$ cat src/rtl/keyed_wdog_pkg.sv
package keyed_wdog_pkg;
  localparam logic [11:0] OFS_START = 12'h000;
  localparam logic [11:0] OFS_COUNT = 12'h004;
  localparam logic [11:0] OFS_CTRL  = 12'h008;
  localparam logic [11:0] OFS_ICLR  = 12'h00C;
  localparam logic [11:0] OFS_STAT  = 12'h014;
  localparam logic [11:0] OFS_LOCK  = 12'hC00;
  localparam logic [31:0] OPEN_KEY  = 32'h1ACC_E551;

  typedef struct packed {
    logic run;
    logic rst_en;
  } ctrl_t;
endpackage

$ cat src/rtl/keyed_wdog_regs.sv
module keyed_wdog_regs
  import keyed_wdog_pkg::*;
#(
  parameter int DATA_W = 32,
  parameter int ADDR_W = 12,
  parameter int CNT_W  = 32
) (
  input  logic              clk,
  input  logic              rst_n,
  input  logic              psel,
  input  logic              penable,
  input  logic              pwrite,
  input  logic [ADDR_W-1:0] paddr,
  input  logic [DATA_W-1:0] pwdata,
  output logic [DATA_W-1:0] prdata,
  input  logic [CNT_W-1:0]  cnt,
  input  logic              irq,
  output logic [CNT_W-1:0]  start_val,
  output ctrl_t             ctrl,
  output logic              start_p,
  output logic              clr_p,
  output logic              locked
);
  localparam logic [ADDR_W-1:0] A_START = ADDR_W'(OFS_START);
  localparam logic [ADDR_W-1:0] A_COUNT = ADDR_W'(OFS_COUNT);
  localparam logic [ADDR_W-1:0] A_CTRL  = ADDR_W'(OFS_CTRL);
  localparam logic [ADDR_W-1:0] A_ICLR  = ADDR_W'(OFS_ICLR);
  localparam logic [ADDR_W-1:0] A_STAT  = ADDR_W'(OFS_STAT);
  localparam logic [ADDR_W-1:0] A_LOCK  = ADDR_W'(OFS_LOCK);
  localparam logic [DATA_W-1:0] KEY     = DATA_W'(OPEN_KEY);

  logic wr, wr_ok;

  assign wr    = psel & penable & pwrite;
  assign wr_ok = wr & ~locked;

  // The lock register accepts writes in every state; the others only when open.
  always_ff @(posedge clk or negedge rst_n) begin
    if (!rst_n) begin
      locked    <= 1'b1;
      start_val <= '1;
      ctrl      <= '0;
    end else begin
      if (wr && paddr == A_LOCK) locked <= (pwdata != KEY);
      if (wr_ok && paddr == A_START) start_val <= pwdata[CNT_W-1:0];
      if (wr_ok && paddr == A_CTRL) begin
        ctrl.run    <= pwdata[1];
        ctrl.rst_en <= pwdata[0];
      end
    end
  end

  assign start_p = wr_ok && paddr == A_CTRL && pwdata[1] && !ctrl.run;
  assign clr_p   = wr_ok && paddr == A_ICLR && pwdata[0];

  always_comb begin
    prdata = '0;
    case (paddr)
      A_START: prdata[CNT_W-1:0] = start_val;
      A_COUNT: prdata[CNT_W-1:0] = cnt;
      A_CTRL:  prdata[1:0]       = {ctrl.run, ctrl.rst_en};
      A_STAT:  prdata[0]         = irq;
      A_LOCK:  prdata[0]         = locked;
      default: prdata            = '0;
    endcase
  end
endmodule

$ cat src/rtl/keyed_wdog_cnt.sv
module keyed_wdog_cnt #(
  parameter int CNT_W = 32
) (
  input  logic             clk,
  input  logic             rst_n,
  input  logic             run,
  input  logic             rst_en,
  input  logic [CNT_W-1:0] start_val,
  input  logic             start_p,
  input  logic             clr_p,
  output logic [CNT_W-1:0] cnt,
  output logic             irq,
  output logic             rst_req
);
  logic expire;

  // A clear or a start in the same cycle as a zero count cancels that expiry.
  assign expire = run && !start_p && !clr_p && (cnt == '0);

  always_ff @(posedge clk or negedge rst_n) begin
    if (!rst_n) begin
      cnt     <= '1;
      irq     <= 1'b0;
      rst_req <= 1'b0;
    end else begin
      if (start_p || clr_p)  cnt <= start_val;
      else if (run) begin
        if (cnt == '0)       cnt <= start_val;
        else                 cnt <= cnt - 1'b1;
      end

      if (clr_p)             irq <= 1'b0;
      else if (expire)       irq <= 1'b1;

      if (expire && irq && rst_en) rst_req <= 1'b1;
    end
  end
endmodule

$ cat src/rtl/keyed_wdog.sv
module keyed_wdog
  import keyed_wdog_pkg::*;
#(
  parameter int DATA_W = 32,
  parameter int ADDR_W = 12,
  parameter int CNT_W  = 32
) (
  input  logic              clk,
  input  logic              rst_n,
  input  logic              psel,
  input  logic              penable,
  input  logic              pwrite,
  input  logic [ADDR_W-1:0] paddr,
  input  logic [DATA_W-1:0] pwdata,
  output logic [DATA_W-1:0] prdata,
  output logic              irq_o,
  output logic              rst_req_o
);
  logic [CNT_W-1:0] cnt, start_val;
  ctrl_t            ctrl;
  logic             start_p, clr_p, locked, irq, rst_req;

  keyed_wdog_regs #(.DATA_W(DATA_W), .ADDR_W(ADDR_W), .CNT_W(CNT_W)) u_regs (
    .clk(clk), .rst_n(rst_n), .psel(psel), .penable(penable), .pwrite(pwrite),
    .paddr(paddr), .pwdata(pwdata), .prdata(prdata), .cnt(cnt), .irq(irq),
    .start_val(start_val), .ctrl(ctrl), .start_p(start_p), .clr_p(clr_p),
    .locked(locked)
  );

  keyed_wdog_cnt #(.CNT_W(CNT_W)) u_cnt (
    .clk(clk), .rst_n(rst_n), .run(ctrl.run), .rst_en(ctrl.rst_en),
    .start_val(start_val), .start_p(start_p), .clr_p(clr_p),
    .cnt(cnt), .irq(irq), .rst_req(rst_req)
  );

  assign irq_o     = irq;
  assign rst_req_o = rst_req;
endmodule

$ cat config.mk
export PLATFORM = sky130hd
export DESIGN_NAME = keyed_wdog
export DESIGN_NICKNAME = d
export VERILOG_FILES = /design/src/rtl/keyed_wdog_pkg.sv /design/src/rtl/keyed_wdog_regs.sv /design/src/rtl/keyed_wdog_cnt.sv /design/src/rtl/keyed_wdog.sv
export SDC_FILE = /design/constraint.sdc
export NUM_CORES = 1
export LEC_CHECK = 0
export BUFFER_PORTS_ARGS = -buffer_cell sky130_fd_sc_hd__buf_4
export CORE_ASPECT_RATIO = 0.6
export CORE_MARGIN = 8
export CORE_UTILIZATION = 28
export CTS_BUF_LIST = sky130_fd_sc_hd__clkbuf_16
export DETAILED_ROUTE_END_ITERATION = 16
export SLEW_MARGIN = 20
export SYNTH_ARGS = -nofsm -noshare
export SYNTH_HDL_FRONTEND = slang
export SYNTH_SLANG_ARGS = --single-unit
$ cat constraint.sdc
create_clock -name clk -period 2.6 [get_ports clk]
set_input_delay 0.26 -clock clk [delete_from_list [all_inputs] [get_ports clk]]
set_output_delay 0.26 -clock clk [all_outputs]
set_load 0.03 [all_outputs]
==> impl_metrics.yaml <==
outcome:
  status: "completed"
detailed_routing:
  drtPass1Iterations: 5
  drc: 0
  routed_wl_um: 14700
  viasPerCell: 5.53
  drtAntennaViolNets: 0
  drt_iter0_drc: 354
  wl_per_cell_um: 20.3
  vias: 4009
die:
  start_util_pct: 28.1
  row_count: 35
  boundaryPins: 83
  die_y_um: 111
  core_area_um2: 15100
  die_area_um2: 19500
  die_w_um: 175
critical_path:
  arrival_ns: 2.73
  crit_family: "simple AND/OR/NAND/NOR gates"
  required_ns: 2.78
  cp-end-kind: "register"
  timing.critical_path.from_type: "register"
  r2r_setup_slack_ns: 0.04
  slowest_delay_ns: 0.58
  cpMaxStageDelayCell: "o311ai_0"
  crit_fanout: 31
  worstPathCellList: "or3_1, and4bb_2, nand3_2, buf_4, nand2_1, o311ai_0"
  setup.worst_path.class: "reg2reg"
  crit_buf_inv: 1
cts:
  numCtsBuffers: 9
  clkSlewWorstSetupHoldPaths_ns: 0.06
  holdBufCountCts: 0
  cts_tree: "done"
  clock_sinks: 69
  ctsLongestPathBuffers: 2
  clk_latency_ns: 0.34
  cts-root-buf: "clkbuf_16"
  h-tree-depth: 3
synthesis:
  yosys_warnings: 0
  yosysSeqAreaShare_pct: 42.5
  synth-main-ff-cell: "dfstp_2"
  async_flop_share_pct: 100
  synth_cells: 431
  synth.avg_cell_area_um2: 9.87
  synth-simple-area-share_pct: 18.3
  synth_edf_count: 0
  synth_area_leader_cell: "dfstp_2"
  synth_top_area_share_pct: 40.2
  synth_top_family_by_area: "compound AO/OA/AOI/OAI gates"
  syn_area_um2: 4250
  synth_fa_ha_area_share_pct: 0.588
  synth_cell_types: 54
  synth_mux_area_share_pct: 10.2
  syn-num-nets: 482
  synth_compound_area_share_pct: 23.2
  yosys.area_share.xor_xnor_pct: 0
  synth-seq-cells: 69
  synth.area.top_cells: "dfstp_2, mux2_2, a22o_1, a21oi_1, o21ai_0"
placed_design:
  port_buffers: 82
  place_hpwl_um: 10700
  gp_congestion: 0.846
  placed_area_um2: 5220
job:
  maxCapViolCount: 0
timing:
  max_freq_mhz: 391
  final.setup_skew_ns: 0.00884
  setup_violations: 0
  slew_viol_final: 0
  rsz0062_at_grt: "no"
  final.min_clock_period_ns: 2.56
  finalHoldViolations: 0
  final.period_utilization_pct: 98.4
  worst_pin_slew_ns: 0.907
  fin_tns_setup_ns: 0
  slew_headroom_pct: 39.5
global_routing:
  antenna_found_initial: 0
  track_usage_pct: 14.9
  grt_max_degree: 70
  grt_pass1_wl_um: 23300
  first_global_vias: 4004
  grt-ovfl-total: 0
power_and_ir_drop:
  power.leakage_nw: 2.31
  vdd_ir_drop_max_v: 0.000330
  power.density_nw_per_um2: 521
hold_path:
  hold_path_class: "in2async"
finish:
  n_antenna_cell: 0
  finish.net_count: 568
  stdcell_area_um2: 5510
  fin_util_pct: 36.5
  drive_gt1_share_pct: 43.9
  num-fill-cells: 1539
  area_growth_pct: 29.7
power by group:
part	internal, mW	switching, mW	total [mW]
Clock	0.736	0.503	1.24
Combinational	0.172	0.191	0.363
Sequential	1.18	0.0917	1.27
area by class of cell:
type	instances	area (um2)	share of cell area, %
Clock buffer	9	225	4.08
Clock inverter	7	66.3	1.20
Inverter	18	67.6	1.23
Multi-Input combinational cell	313	2250	40.8
Sequential cell	69	1810	32.8
Tap cell	203	254	4.61
Timing Repair Buffer	106	846	15.3
cell usage after synthesis (3+ instances only):
library cell,n
dfstp_2,65
a21oi_1,34
a22o_1,30
mux2_2,28
o21ai_0,26
clkbuf_1,22
nor2_1,20
nand2_1,19
inv_1,18
nand3_1,13
nand4_1,13
nor3_1,12
nor4_1,10
a22oi_1,9
a31oi_1,8
o22a_1,7
mux2i_1,6
or3_1,6
or4_1,6
buf_2,5
mux2_1,5
o311ai_0,5
buf_6,4
dfrtp_1,4
nand2b_1,4
nor4bb_1,4
o22ai_1,4
a2bb2oi_1,3
and2_1,3
nor4b_1,3
or2_2,3
metrics by stage:
stage	std cells	worst slack (ns)	power [mW]	hold slack [ns]
after CTS	725	0.0904	2.88	0.0828
after global placement	709	0.134	1.62	0.422
after detailed placement	709	0.0882	1.64	0.437
after global routing	725	0.00175	2.98	0.103
final	725	0.0427	2.87	0.0292
after floorplan	431	0.200	1.45	-0.0356
cells by family after synthesis:
family / Yosys count
AOI/OAI and AO/OA: 143
adders and majority gates: 2
buffers and inverters: 49
DFF: 69
muxes: 39
and+or+nand+nor: 129
sequential cells by signal, summed over array words and instances (netlist names):
| signal | count |
|---|---|
| u_regs.ctrl | 2 |
| u_regs.locked | 1 |
| u_cnt.irq | 1 |
| u_cnt.rst_req | 1 |
| u_cnt.cnt | 32 |
| u_regs.start_val | 32 |
metal layers:
layer	track usage, %	wire (um)	part of all wire [%]
met1	23.3	7710	52
met2	18.1	5470	37
met3	6.45	1510	10
met4	2.14	25	0.17
met5	0	0	0
timing repair:
item	in CTS	in global routing
buffers inserted	0	0
gates resized for setup	0	2
endpoints found under the setup margin	0	12
worst paths after layout:
check,startpoint,end,cells after the start
max,u_cnt.cnt[18],u_cnt.cnt[3],6
min,rst_n,u_cnt.rst_req,1
max reg2reg,u_cnt.cnt[18],u_cnt.cnt[3],6
min reg2reg,u_cnt.rst_req,u_cnt.rst_req,1
max in group asynchronous,rst_n,u_cnt.irq,1
min in group clk,pwdata[25],u_regs.start_val[25],2
layout by cell type, fill, tap and decap left out, drive strengths merged, types with 3 or more instances in the layout:
master and count:
o21ai 26, inv 18, a31oi 8, nand2 19, and2 3, mux2 33
nand3 15, dfstp 65, nand4 13, mux2i 6, a21oi 34, or2 3
or4 6, o22ai 4, o311ai 5, nor2 20, nor4b 3, dfrtp 4
nor3 12, nand2b 4, nor4 12, buf 106, o22a 7, clkinvlp 3
nor4bb 4, a2bb2oi 3, a22o 30, a22oi 9, clkinv 3, clkbuf 9
nor3b 4, or3 6
Note: power is estimated with default switching activity, not from simulation.
